File: src/rtl/sram_ctrl_pkg.sv
package sram_ctrl_pkg;

    typedef enum logic [2:0] {
        ST_PWRUP,
        ST_IDLE,
        ST_READ,
        ST_WSET,
        ST_WTURN,
        ST_WDATA
    } seq_state_e;

    // timing in ps -> whole cycles, rounded up, never below one
    function automatic int unsigned ps_to_cyc(input int unsigned t_ps, input int unsigned clk_ps);
        int unsigned c;
        c = (t_ps + clk_ps - 1) / clk_ps;
        return (c == 0) ? 1 : c;
    endfunction

    function automatic int unsigned umax(input int unsigned a, input int unsigned b);
        return (a > b) ? a : b;
    endfunction

endpackage

File: src/rtl/sram_wait_timer.sv
module sram_wait_timer #(
    parameter int unsigned CW       = 8,
    parameter int unsigned RST_LOAD = 0
) (
    input  logic          clk,
    input  logic          rst_n,
    input  logic          load,
    input  logic [CW-1:0] load_val,
    output logic          last
);
    logic [CW-1:0] cnt_d, cnt_q;

    always_comb begin
        cnt_d = cnt_q;
        if (load)
            cnt_d = load_val;
        else if (cnt_q != '0)
            cnt_d = cnt_q - 1'b1;
    end

    always_ff @(posedge clk or negedge rst_n) begin
        if (!rst_n) cnt_q <= CW'(RST_LOAD);
        else        cnt_q <= cnt_d;
    end

    assign last = (cnt_q == '0);
endmodule

File: src/rtl/sram_rd_capture.sv
module sram_rd_capture #(
    parameter int unsigned DW = 8
) (
    input  logic          clk,
    input  logic          rst_n,
    input  logic          cap_en,
    input  logic [DW-1:0] bus_in,
    output logic [DW-1:0] rdata,
    output logic          rvalid
);
    logic [DW-1:0] data_d, data_q;
    logic          vld_d, vld_q;

    always_comb begin
        vld_d  = cap_en;
        data_d = cap_en ? bus_in : data_q;
    end

    always_ff @(posedge clk or negedge rst_n) begin
        if (!rst_n) begin
            data_q <= '0;
            vld_q  <= 1'b0;
        end else begin
            data_q <= data_d;
            vld_q  <= vld_d;
        end
    end

    assign rdata  = data_q;
    assign rvalid = vld_q;
endmodule

File: src/rtl/sram_access_ctrl.sv
module sram_access_ctrl
    import sram_ctrl_pkg::*;
#(
    parameter int unsigned ADDR_W     = 19,
    parameter int unsigned DATA_W     = 8,
    parameter int unsigned CLK_PS     = 5000,
    parameter int unsigned T_PWRUP_PS = 1000000,
    parameter int unsigned T_AA_PS    = 10000,
    parameter int unsigned T_PWE_PS   = 7000,
    parameter int unsigned T_SD_PS    = 5000,
    parameter int unsigned T_HZWE_PS  = 5000
) (
    input  logic              clk,
    input  logic              rst_n,
    input  logic              req_valid,
    output logic              req_ready,
    input  logic              req_we,
    input  logic [ADDR_W-1:0] req_addr,
    input  logic [DATA_W-1:0] req_wdata,
    output logic              rsp_valid,
    output logic [DATA_W-1:0] rsp_rdata,
    output logic              mem_ce_n,
    output logic              mem_oe_n,
    output logic              mem_we_n,
    output logic [ADDR_W-1:0] mem_addr,
    output logic [DATA_W-1:0] mem_dq_out,
    input  logic [DATA_W-1:0] mem_dq_in,
    output logic              mem_dq_oe
);
    localparam int unsigned PWR_CYC = ps_to_cyc(T_PWRUP_PS, CLK_PS);
    localparam int unsigned AA_CYC  = ps_to_cyc(T_AA_PS, CLK_PS);
    localparam int unsigned PWE_CYC = ps_to_cyc(T_PWE_PS, CLK_PS);
    localparam int unsigned SD_CYC  = ps_to_cyc(T_SD_PS, CLK_PS);
    localparam int unsigned HZ_CYC  = ps_to_cyc(T_HZWE_PS, CLK_PS);
    // driven phase must cover data setup and the rest of the strobe width
    localparam int unsigned REST_CYC = (PWE_CYC > HZ_CYC) ? (PWE_CYC - HZ_CYC) : 1;
    localparam int unsigned WD_CYC   = umax(SD_CYC, REST_CYC);
    localparam int unsigned MAX_CYC  = umax(umax(PWR_CYC, AA_CYC), umax(HZ_CYC, WD_CYC));
    localparam int unsigned CW       = $clog2(MAX_CYC + 1);

    typedef struct packed {
        seq_state_e        state;
        logic              ce_n;
        logic              oe_n;
        logic              we_n;
        logic              dq_oe;
        logic [ADDR_W-1:0] addr;
        logic [DATA_W-1:0] wdata;
    } ctl_t;

    localparam ctl_t CTL_RST = '{
        state: ST_PWRUP, ce_n: 1'b1, oe_n: 1'b1, we_n: 1'b1, dq_oe: 1'b0,
        addr: '0, wdata: '0
    };

    ctl_t          ctl_d, ctl_q;
    logic          tmr_load;
    logic [CW-1:0] tmr_val;
    logic          tmr_last;
    logic          cap_en;

    always_comb begin
        ctl_d    = ctl_q;
        tmr_load = 1'b0;
        tmr_val  = '0;
        cap_en   = 1'b0;
        unique case (ctl_q.state)
            ST_PWRUP: begin
                if (tmr_last) ctl_d.state = ST_IDLE;
            end
            ST_IDLE: begin
                if (req_valid) begin
                    ctl_d.addr = req_addr;
                    ctl_d.ce_n = 1'b0;
                    tmr_load   = 1'b1;
                    if (req_we) begin
                        ctl_d.wdata = req_wdata;
                        ctl_d.state = ST_WSET;
                        tmr_val     = '0;
                    end else begin
                        ctl_d.oe_n  = 1'b0;
                        ctl_d.state = ST_READ;
                        tmr_val     = CW'(AA_CYC - 1);
                    end
                end
            end
            ST_READ: begin
                if (tmr_last) begin
                    cap_en      = 1'b1;
                    ctl_d.ce_n  = 1'b1;
                    ctl_d.oe_n  = 1'b1;
                    ctl_d.state = ST_IDLE;
                end
            end
            ST_WSET: begin
                if (tmr_last) begin
                    ctl_d.we_n  = 1'b0;
                    ctl_d.state = ST_WTURN;
                    tmr_load    = 1'b1;
                    tmr_val     = CW'(HZ_CYC - 1);
                end
            end
            ST_WTURN: begin
                if (tmr_last) begin
                    ctl_d.dq_oe = 1'b1;
                    ctl_d.state = ST_WDATA;
                    tmr_load    = 1'b1;
                    tmr_val     = CW'(WD_CYC - 1);
                end
            end
            ST_WDATA: begin
                if (tmr_last) begin
                    ctl_d.we_n  = 1'b1;
                    ctl_d.ce_n  = 1'b1;
                    ctl_d.dq_oe = 1'b0;
                    ctl_d.state = ST_IDLE;
                end
            end
            default: ctl_d = CTL_RST;
        endcase
    end

    always_ff @(posedge clk or negedge rst_n) begin
        if (!rst_n) ctl_q <= CTL_RST;
        else        ctl_q <= ctl_d;
    end

    sram_wait_timer #(
        .CW       (CW),
        .RST_LOAD (PWR_CYC - 1)
    ) u_timer (
        .clk      (clk),
        .rst_n    (rst_n),
        .load     (tmr_load),
        .load_val (tmr_val),
        .last     (tmr_last)
    );

    sram_rd_capture #(
        .DW (DATA_W)
    ) u_capture (
        .clk    (clk),
        .rst_n  (rst_n),
        .cap_en (cap_en),
        .bus_in (mem_dq_in),
        .rdata  (rsp_rdata),
        .rvalid (rsp_valid)
    );

    assign req_ready  = (ctl_q.state == ST_IDLE);
    assign mem_ce_n   = ctl_q.ce_n;
    assign mem_oe_n   = ctl_q.oe_n;
    assign mem_we_n   = ctl_q.we_n;
    assign mem_addr   = ctl_q.addr;
    assign mem_dq_out = ctl_q.wdata;
    assign mem_dq_oe  = ctl_q.dq_oe;
endmodule

File: config.mk
export PLATFORM = sky130hd
export DESIGN_NAME = sram_access_ctrl
export DESIGN_NICKNAME = d
export VERILOG_FILES = /design/src/rtl/sram_ctrl_pkg.sv /design/src/rtl/sram_wait_timer.sv /design/src/rtl/sram_rd_capture.sv /design/src/rtl/sram_access_ctrl.sv
export SDC_FILE = /design/constraint.sdc
export NUM_CORES = 1
export LEC_CHECK = 0
export ABC_AREA = 1
export BUFFER_PORTS_ARGS = -buffer_cell sky130_fd_sc_hd__buf_2
export CAP_MARGIN = 20
export CORE_ASPECT_RATIO = 0.7
export CORE_UTILIZATION = 50
export DETAILED_ROUTE_END_ITERATION = 10
export PLACE_DENSITY_LB_ADDON = 0.1
export SLEW_MARGIN = 15
export SYNTH_ARGS = -nofsm -noshare
export SYNTH_HDL_FRONTEND = slang
export SYNTH_SLANG_ARGS = --single-unit
File: constraint.sdc
create_clock -name clk -period 3.9 [get_ports clk]
set_clock_uncertainty 0.1 [all_clocks]
set_input_delay 0.78 -clock clk [delete_from_list [all_inputs] [get_ports clk]]
set_output_delay 0.78 -clock clk [all_outputs]
set_load 0.03 [all_outputs]
After elaboration in Yosys (flattened, before gate mapping)
Cells that the tools add are included.
{"block": "totals", "input_bits": 39, "regBits": 51, "rom_bits": 0, "memories": 0, "elab_cells": 74, "latch_bits": 0, "ram_bits": 0}
{"block": "op_classes", "div_mod_pow": 0, "n_lt_le_gt_ge": 0, "bitwise": 5, "n_mux": 28, "multipliers": 0, "reduce_logical": 17, "shift": 0, "add_sub_neg": 1, "n_eq_ne": 13}
{"cell": "$pmux W27 S2", "count": 1}
{"cell": "$mux W8", "count": 5}
{"cell": "$mux W27", "count": 1}
{"cell": "$pmux W3 S6", "count": 1}
{"cell": "$ne A2 B2 Y1 const B", "count": 7}
{"cell": "$reduce_or A4 Y1", "count": 3}
{"cell": "$mux W5", "count": 2}
{"cell": "$mux W3", "count": 3}
{"cell": "$pmux W1 S3", "count": 3}
{"cell": "$reduce_and A3 Y1", "count": 3}
{"cell": "$logic_not A8 Y1", "count": 1}
{"cell": "$mux W1", "count": 8}
{"cell": "$reduce_and A4 Y1", "count": 2}
{"cell": "$reduce_bool A8 Y1", "count": 1}
{"cell": "$sub A8 B1 Y8 const B", "count": 1}
{"cell": "$eq A3 B2 Y1 const B", "count": 2}
{"cell": "$eq A3 B3 Y1 const B", "count": 2}
{"cell": "$reduce_and A6 Y1", "count": 1}
{"cell": "$not A1 Y1", "count": 5}
{"cell": "$reduce_or A5 Y1", "count": 1}
{"cell": "$mux W4", "count": 1}
{"cell": "$pmux W1 S4", "count": 1}
{"cell": "$eq A3 B1 Y1 const B", "count": 1}
{"cell": "$logic_not A3 Y1", "count": 1}
{"cell": "other kinds (7)", "count": 7}

Logic depth before layout (Yosys ltp)
Gate-level depths: netlist (run 1).
{"block": "logic_depth", "ltp_word": 4, "depth_mapped": 10, "mapped_depth_nobuf": 9}

Cells and area by module
Synthesis (run 1) repeated with hierarchy kept, for this count alone.
{"block": "hier_totals", "cells_unflattened": 317, "area_unflattened_um2": 2585.0}
{"module": "sram_access_ctrl", "cells_per_inst": 211, "area_each_um2": 1735.4, "instances": 1}
{"module": "sram_wait_timer", "cells_per_inst": 71, "area_each_um2": 519.2, "instances": 1}
{"module": "sram_rd_capture", "cells_per_inst": 35, "area_each_um2": 330.3, "instances": 1}

Least setup slack after synthesis (run 1)
No wires, ideal clock.
{"block": "synth_timing", "path_type": "reg-to-output", "from": "register ctl_q[33] (netlist bit)", "to": "output port req_ready", "t_arrival_ps": 1092, "path_buffers": 2, "path_stages_with_launch": 6, "slack_ps": 1928, "cell_sequence": "dfrtp_1 -> buf_6 -> inv_1 -> nand3_2 -> inv_2 -> buf_2"}
{"block": "synth_via", "elab_chain_len": 1}
{"element": "start, declared", "line_no": "sram_access_ctrl.sv:56", "source": "ctl_t ctl_d, ctl_q;"}
{"element": "start signal, assigned", "line_no": "sram_access_ctrl.sv:125", "source": "else ctl_q <= ctl_d;"}
{"element": "$eq A3 B1 Y1", "line_no": "sram_access_ctrl.sv:150", "source": "assign req_ready = (ctl_q.state == ST_IDLE);"}
{"element": "end, declared", "line_no": "sram_access_ctrl.sv:16", "source": "output logic req_ready,"}
No other way between the ends.

Final worst setup path (run 1)
Ends and elaborated chain as after synthesis.

==> impl_metrics.yaml, run 1 <==
floorplan:
  die-area_um2: 5540
  rows: 21
  die_w_um: 88.5
  start_util_pct: 53.3
  io_pins: 80
  coreArea_um2: 4910
  dieHeight_um: 62.6
synthesis:
  syn_area_um2: 2620
  seq_area_frac_synth_pct: 49.1
  synth_most_common_cell: "nand2_1"
  synth_cells: 309
  netlist.area_leader.share_pct: 41.1
  synth_edf_count: 0
  ys.warnings.count: 0
  synth_seq_cells: 51
  yosys.area.top_type: "dfrtp_1"
  synth_nets: 352
  synth_area_leaders: "dfrtp_1 41%, nand2_1 16%, buf_4 8.6%"
  synthTopCellsByCount: "110 x nand2_1, 43 x dfrtp_1, 30 x buf_4"
  synth_ff_type: "dfrtp_1"
  synth.distinct_cells: 27
  avgSynthCellArea_um2: 8.47
  synthArstFlopShare_pct: 100
global_routing:
  grt_busiest_layer: "met2"
  met2_usage_pct: 28.9
  grt_pass1_wl_mm: 8.31
  grt.total_usage_pct: 19.4
  grt_max_degree: 48
  use_met3_pct: 4.49
  antenna_found_initial: 0
  first_global_vias: 1816
  grt_remaining_overflow: 0
  met1_usage_pct: 28.4
placed_design:
  gp_congestion: 0.867
  place_area_um2: 2830
  hpwl_mm: 3.62
  port-buffer-count: 79
drt:
  wl_per_cell_um: 11.6
  num_vias: 2014
  drtPass1Iterations: 4
  routed_wl_mm: 4.98
  viasPerCell: 4.68
  drt_iter0_drc: 118
  post-route-drc-count: 0
  ant_nets: 0
critical_path:
  arrival_ns: 1.72
  start_kind: "flip-flop"
  startpoint: "ctl_q[33]"
  crit_path_end_kind: "output pin"
  crit_type: "flip-flop to output pin"
  required_ns: 3.02
  reg2reg_from: "ctl_q[33]"
  rrSetupSlack_ns: 1.81
  critPathMaxFanout: 21
clock_tree:
  cts_buffer_depth: 2
  clkTransAtPathRegs_ns: 0.09
  cts_setup_buffers: 0
  ctsResizeCount: 0
  clk_latency_ns: 0.29
  cts_tree: "yes"
  cts_made_buffers: 5
  cts_sinks: 51
  h-tree-depth: 2
  hold_buffers: 0
  clock-root-buffer: "clkbuf_8"
sta:
  rsz0062_at_grt: "no"
  final_max_slew_viol_count: 0
  hold_viol_final: 0
  post-route-min-period_ns: 2.60
  worst_pin_slew_ns: 0.861
  fmax_ghz: 0.385
  setup_viol: 0
  fin_crit_sh_pct: 66.7
  finalSetupTns_ns: 0
  hold_slack_ns: 0.365
  slew_headroom_pct: 42.4
power_and_ir_drop:
  vdd_ir_drop_max_uv: 448
  cellPowerDensity_nw_per_um2: 911
  p_leak_nw: 1.56
  finalPower_w: 0.00265
cells_and_area:
  n_antenna_cell: 0
  post-route-util_pct: 59.2
  drive_gt1_share_pct: 33.0
  syn2layout_area_growth_pct: 11.1
  layout.nets: 403
  stdcell_area_um2: 2910
job:
  drv_cap: 0
status:
  status: "complete, no violations"
hold_path:
  hp-class: "flip-flop to flip-flop"
  hold_start: "mem_oe_n"
-- worst paths after layout --
kind,endpoint,cells after the start
setup / recovery,req_ready,4
hold / removal,mem_oe_n,2
setup reg to reg,mem_dq_out[4],6
hold reg to reg,mem_oe_n,2
max in group asynchronous,mem_addr[9],2
min in group asynchronous,u_timer.cnt_q[3],1
-- area by class of cell --
class / count / area (um^2)
clock buffers: 6 / 72.6
multi-input cells: 207 / 993
well taps: 69 / 86.3
flip-flops and latches: 51 / 1290
fillers: 485 / 2000
inverters: 15 / 56.3
clock inverters: 2 / 12.5
repair buffers: 80 / 403
-- per-layer routing --
metal  share of wire (%)  wire length, um
met1                  51             2530
met2                  43             2140
met3                 5.5              274
met4                0.62               31
met5                   0                0
-- where the power goes --
group          switching (W)  internal, W
combinational        0.00102     0.000414
clock               0.000170     0.000126
sequential          0.000143     0.000779
-- through the flow --
stage,std cells,setup slack [ns]
2_1_floorplan,309,1.93
3_3_place_gp,422,1.63
3_5_place_dp,422,1.59
4_1_cts,430,1.30
5_1_grt,430,1.19
6_report,430,1.30
-- state kept, by name, indices dropped and copies added (netlist names) --
name,flops
u_capture.rvalid,1
mem_dq_out,8
u_capture.rdata,8
mem_ce_n,1
mem_dq_oe,1
ctl_q,3
mem_we_n,1
u_timer.cnt_q,8
mem_oe_n,1
mem_addr,19
-- cells by family (layout without fill, tap and decap cells) --
group | Yosys count | in the layout | synth area share (%)
buffers and inverters | 51 | 103 | 12.9
adder cells (fa/ha/maj) | 4 | 4 | 1.91
AND/OR/NAND/NOR | 164 | 164 | 26.3
XOR/XNOR | 5 | 5 | 1.67
AO/OA/AOI/OAI | 34 | 34 | 8.07
flip-flops | 51 | 51 | 49.1
-- worst max-delay path, cell delays in order (launching register included) --
cell and delay (ns):
dfrtp_1 0.49, inv_1 0.15, nand3_2 0.19, inv_2 0.33, buf_2 0.27
-- cell usage in the layout (no fill, tap or decap) --
cell,count
clkbuf_1,1
o21ai_0,16
nor3_1,5
inv_2,6
xor2_1,2
xnor2_1,3
buf_2,79
buf_4,1
ha_1,4
o21ai_2,10
nand3b_1,1
and3_1,1
clkinv_2,1
nand2_1,110
dfstp_2,8
dfrtp_1,43
o21ai_1,4
nor2_1,17
a21oi_1,3
nand2_2,3
clkinvlp_4,1
nor2_2,1
inv_1,9
nand3_2,1
nand3_1,23
a21oi_2,1
clkbuf_8,5
nor2_4,2
(Power assumes the default switching activity.)
==> run 2, diff against run 1 <==
- ABC_AREA: 1 -> 0
- CORE_UTILIZATION: 50 -> 46
- clock period: 3.9 -> 2.2 ns (I/O delays scaled with it)
==> run 2 against run 1 <==
Cell area grew 1.7%. Critical endpoint is now u_capture.rdata[2]. Non-clock buffer count grew 9. Combinational power grew 67%. Worst hold slack lost 0.22 ns. Critical path depth grew 2. Register-to-register slack lost 1.7 ns. Worst setup slack lost 1.2 ns. Global-route usage shrank 1.2 points. Total power grew 77%. Cell count shrank 11%. Core utilization shrank 2.9 points. Clock power grew 110%.
==> impl_metrics.yaml, run 2 <==
critical_path:
  required_ns: 2.29
  critical_path.max_stage_delay_ns: 0.49
  cp.depth: 6
  crit_type: "flip-flop to flip-flop"
  crit_path_end_kind: "flip-flop"
  arrival_ns: 2.16
  start_kind: "flip-flop"
  cp_num_buf_inv: 1
  crit_path_top_delay_cell: "or3_4"
  critPathMaxFanout: 9
  cp_cell_sequence: "inv_1 -> ha_1 -> nor3b_4 -> nand2_2 -> or3_4 -> mux2_4"
  r2r_cells: 6
  crit_family: "simple AND/OR/NAND/NOR gates"
global_routing:
  grt_remaining_overflow: 0
  grt.total_usage_pct: 18.2
  grt_pass1_wl_mm: 8.17
  antenna_found_initial: 0
  grt_max_degree: 52
  first_global_vias: 1676
power_and_ir_drop:
  p_leak_nw: 1.51
  power_frac_clock_pct: 13.5
  power_switching_w: 0.00211
  internal_power_w: 0.00259
  seqPwrFrac_pct: 35.7
  p_comb_share_pct: 50.9
  swShare_pct: 44.9
  vdd_ir_drop_max_uv: 812
  cellPowerDensity_nw_per_um2: 1590
drt:
  post-route-drc-count: 0
  ant_nets: 0
  wl_per_cell_um: 12.9
  drt_iter0_drc: 120
  drtPass1Iterations: 6
  viasPerCell: 4.85
  num_vias: 1846
  routed_wl_mm: 4.93
synthesis:
  synth_cells: 251
  synth_xor_area_share_pct: 0.693
  synth_edf_count: 0
  synth_most_common_cell: "nand2_1"
  synthArstFlopShare_pct: 100
  synthMuxAreaShare_pct: 5.94
  synth_nets: 294
  yosys.area.top_type: "dfrtp_1"
  syn_area_um2: 2530
  avgSynthCellArea_um2: 10.1
  netlist.area_leader.share_pct: 42.6
  synth_top_family_by_area: "simple AND/OR/NAND/NOR gates"
  synth-simple-area-share_pct: 15.1
  synth.distinct_cells: 44
  synth_area_leaders: "dfrtp_1 43%, dfstp_2 8.3%, buf_4 8.0%"
  post_synth_fa_ha_maj_area_fraction_pct: 1.98
  synth_ff_type: "dfrtp_1"
  synth_seq_cells: 51
  synth_compound_area_share_pct: 14.1
  synthTopCellsByCount: "45 x nand2_1, 43 x dfrtp_1, 27 x buf_4"
  seq_area_frac_synth_pct: 50.9
  ys.warnings.count: 0
floorplan:
  dieHeight_um: 64.0
  start_util_pct: 48.1
  rows: 22
  io_pins: 80
  die-area_um2: 5800
  coreArea_um2: 5260
  die_w_um: 90.6
cells_and_area:
  layout.nets: 351
  largest_reg_flops: 19
  layout_common_cells: "79 x buf_2, 45 x nand2_1, 43 x dfrtp_1"
  syn2layout_area_growth_pct: 17.1
  post-route-util_pct: 56.3
  fillers: 496
  final_common_cell: "buf_2"
  n_antenna_cell: 0
  drive_gt1_share_pct: 37.5
status:
  status: "complete, no violations"
placed_design:
  port-buffer-count: 79
  gp_congestion: 0.804
  hpwl_mm: 3.48
sta:
  hold_viol_final: 0
  slew_headroom_pct: 57.9
  post-route-min-period_ns: 2.07
  worst_pin_slew_ns: 0.631
  finalSetupTns_ns: 0
  rsz0062_at_grt: "no"
  fin_crit_sh_pct: 94.2
  setup_viol: 0
  final_max_slew_viol_count: 0
  fmax_ghz: 0.483
job:
  drv_cap: 0
clock_tree:
  clk_latency_ns: 0.29
  hold_buffers: 0
  cts_buffer_depth: 2
  clkTransAtPathRegs_ns: 0.09
  h-tree-depth: 2
  cts_sinks: 51
  cts_setup_buffers: 0
  cts_made_buffers: 5
  cts_tree: "yes"
  clock-root-buffer: "clkbuf_8"
hold_path:
  hp-class: "primary input to asynchronous set/reset pin"
run 2: cell count changes in the layout (fill, tap and decap cells not counted), moves of 3 or more:
cell,delta
buf_4,+9
nor2_1,-3
nand2_1,-65
o21ai_2,-10
mux2i_1,+3
o21ai_0,+6
inv_2,-6
mux2_4,+8
nand3_1,-22
o21ai_1,-3
a21oi_1,+4
a22o_1,+8
run 2: through the flow:
step                power, W  instances  cell area [um^2]  setup WS [ns]  hold WS (ns)
floorplan            0.00362        251              2530          0.169        0.0444
global placement     0.00406        373              2840         -0.354         0.356
detailed placement   0.00406        373              2840         -0.428         0.366
CTS                  0.00471        381              2950         0.0369         0.170
global route         0.00504        381              2960         0.0307         0.201
finish               0.00470        381              2960          0.128         0.148
run 2: routing by layer:
| metal | vias up | track usage, % | part of all wire, % |
|---|---|---|---|
| met5 | - | 0 | 0 |
| met4 | 0 | 4.84 | 0.61 |
| met3 | 2 | 4.64 | 5.9 |
| met2 | 55 | 24.7 | 40 |
| met1 | 846 | 28.2 | 53 |
| li1 | 943 | - | - |
run 2: power groups by stage:
stage               clock network (W)  registers, W  logic, W
CTS                          0.000647       0.00167   0.00239
detailed placement                  0       0.00167   0.00239
floorplan                           0       0.00182   0.00180
global placement                    0       0.00168   0.00237
global route                 0.000690       0.00174   0.00261
finish                       0.000632       0.00168   0.00239
run 2: area by class of cell:
cell class,count,area [um^2],share of cell area [%]
Sequential cell,51,1290,43.4
Multi-Input combinational cell,153,977,33.0
Timing Repair Buffer,89,470,15.9
Tap cell,72,90.1,3.04
Clock buffer,7,76.3,2.58
Clock inverter,1,30.0,1.01
Inverter,8,30.0,1.01
run 2: cell families (layout without fill, tap and decap cells):
group | Yosys count | count (layout)
compound gates | 55 | 55
fa+ha+maj | 4 | 4
xor+xnor | 2 | 2
simple gates | 81 | 81
buf+inv | 47 | 105
flops | 51 | 51
mux | 11 | 11
run 2: worst reg2reg max path: cells and delay by family (launching register included):
kind | cells | cell delay, ns
multiplexers | 1 | 0.32
adder cells (fa/ha/maj) | 1 | 0.14
flip-flops | 1 | 0.39
buffers and inverters | 1 | 0.07
AND/OR/NAND/NOR | 3 | 0.95
run 2: worst paths after layout:
path / start / endpoint / slack (ns)
worst min-delay path: rst_n / mem_dq_oe / 0.15
worst max-delay path: u_timer.cnt_q[0] / u_capture.rdata[2] / 0.13
min in group clk: req_wdata[5] / mem_dq_out[5] / 0.26
worst min register to register: mem_addr[7] / mem_addr[7] / 0.38
max in group asynchronous: rst_n / mem_addr[3] / 1.44
worst max register to register: u_timer.cnt_q[0] / u_capture.rdata[2] / 0.13
run 2: repair_timing:
| action | in CTS | in global routing |
|---|---|---|
| setup endpoints to repair | 13 | 8 |
| gates cloned | 0 | 0 |
| gates resized for setup | 2 | 1 |
==> run 3, diff against run 2 <==
- PLACE_DENSITY: unset -> 0.75
- PLACE_DENSITY_LB_ADDON: 0.1 -> unset
==> run 3 against run 2 <==
The flow now finishes with violations (hold timing). Maximum frequency is 0.89% higher. Combinational power barely moved. Routed wire length is 1.0% higher. Total power is 2.2% lower. Flip-flop and latch count stayed put. Critical path depth down 4. Largest cell class unchanged.
==> impl_metrics.yaml, run 3 (synthesis results as in run 2) <==
clock_tree:
  cts_made_buffers: 5
  cts_sinks: 51
  cts_buffer_depth: 2
  cts_setup_buffers: 0
  cts_tree: "yes"
  clkTransAtPathRegs_ns: 0.09
  h-tree-depth: 2
  clock-root-buffer: "clkbuf_8"
  clk_latency_ns: 0.29
floorplan:
  coreArea_um2: 5260
  die-area_um2: 5800
  start_util_pct: 48.1
  rows: 22
  dieHeight_um: 64.0
  die_w_um: 90.6
  io_pins: 80
critical_path:
  crit_type: "flip-flop to output pin"
  crit_path_top_delay_cell: "dfrtp_1"
  critical_path.max_stage_delay_ns: 0.52
  critPathMaxFanout: 11
  cp_cell_sequence: "nor3b_4 -> buf_2"
  cp.depth: 2
  crit_path_end_kind: "output pin"
  arrival_ns: 1.51
  crit_family: "flip-flops"
  r2r_cells: 7
  required_ns: 1.66
  start_kind: "flip-flop"
  cp_num_buf_inv: 1
drt:
  routed_wl_mm: 4.98
  wl_per_cell_um: 13.1
  ant_nets: 0
  post-route-drc-count: 0
  viasPerCell: 4.99
  num_vias: 1901
  drtPass1Iterations: 4
  drt_iter0_drc: 73
global_routing:
  grt_pass1_wl_mm: 8.58
  antenna_found_initial: 0
  grt.total_usage_pct: 18.4
  first_global_vias: 1814
  grt_max_degree: 39
  grt_remaining_overflow: 0
status:
  violations: "hold timing"
  status: "finished, violations left"
sta:
  post-route-min-period_ns: 2.05
  fmax_ghz: 0.487
  hold_viol_final: 5
  setup_viol: 0
  hold_slack_ns: -0.00114
  layout_setup_ws_ns: 0.147
  final_max_slew_viol_count: 0
  slew_headroom_pct: 62.4
  rsz0062_at_grt: "no"
  finalSetupTns_ns: 0
  fin_crit_sh_pct: 93.3
  worst_pin_slew_ns: 0.562
cells_and_area:
  drive_gt1_share_pct: 37.5
  syn2layout_area_growth_pct: 16.6
  post-route-util_pct: 56.1
  layout.nets: 351
  stdcell_area_um2: 2950
  largest_reg_flops: 19
  final_common_cell: "buf_2"
  layout_common_cells: "79 x buf_2, 45 x nand2_1, 43 x dfrtp_1"
  fillers: 494
  n_antenna_cell: 0
job:
  drv_cap: 0
placed_design:
  place_area_um2: 2850
  hpwl_mm: 3.74
  port-buffer-count: 79
  gp_congestion: 0.813
  place_ws_ns: 0.0414
power_and_ir_drop:
  vdd_ir_drop_max_uv: 744
  cellPowerDensity_nw_per_um2: 1560
  p_leak_nw: 1.50
hold_path:
  hp-class: "primary input to asynchronous set/reset pin"
[run 3: cell types whose count changed in the layout (fill, tap and decap cells not counted), sizes merged]
| cell | change |
|---|---|
| bufinv | -1 |
| clkbuf | -1 |
| clkinv | +2 |
[run 3: repair_timing]
action                                  CTS  global route
gates resized for setup                   0             2
endpoints found under the setup margin    0             9
hold buffers                              0             0
[run 3: cell type report]
cell class	count	area, um^2	share of cell area (%)
well taps	72	90.1	3.06
clock buffers	6	72.6	2.46
repair buffers	89	483	16.4
flip-flops and latches	51	1290	43.6
inverters	8	30.0	1.02
multi-input cells	153	972	33.0
clock inverters	2	13.8	0.467
[run 3: power by group]
part | leakage, nW | total, W | internal (W) | switching [W]
clock network | 0.0452 | 0.000524 | 0.000225 | 0.000299
logic | 0.815 | 0.00242 | 0.000877 | 0.00154
registers | 0.642 | 0.00165 | 0.00137 | 0.000284
[run 3: final timing paths]
check	start	to	slack, ns
setup / recovery	ctl_q[32]	req_ready	0.15
hold / removal	rst_n	mem_addr[3]	-0.001
setup reg to reg	u_timer.cnt_q[0]	u_timer.cnt_q[4]	0.20
hold reg to reg	mem_addr[16]	mem_addr[16]	0.38
max in group asynchronous	rst_n	u_timer.cnt_q[1]	1.41
min in group clk	mem_dq_in[1]	u_capture.rdata[1]	0.27
[run 3: stage by stage]
step | hold slack, ns | total power (W) | instances
after CTS | 0.00564 | 0.00461 | 381
after floorplan | 0.0444 | 0.00362 | 251
after global placement | 0.347 | 0.00400 | 373
after detailed placement | 0.333 | 0.00408 | 373
after global routing | 0.0274 | 0.00494 | 381
final | -0.00114 | 0.00459 | 381
[run 3: routing by layer]
layer / vias up / GRT usage [%] / wire length [um]
met3: 2 / 4.29 / 272
met1: 901 / 27.9 / 2590
met2: 55 / 27.3 / 2100
li1: 943 / - / -
met5: - / 0 / 0
met4: 0 / 3.02 / 19
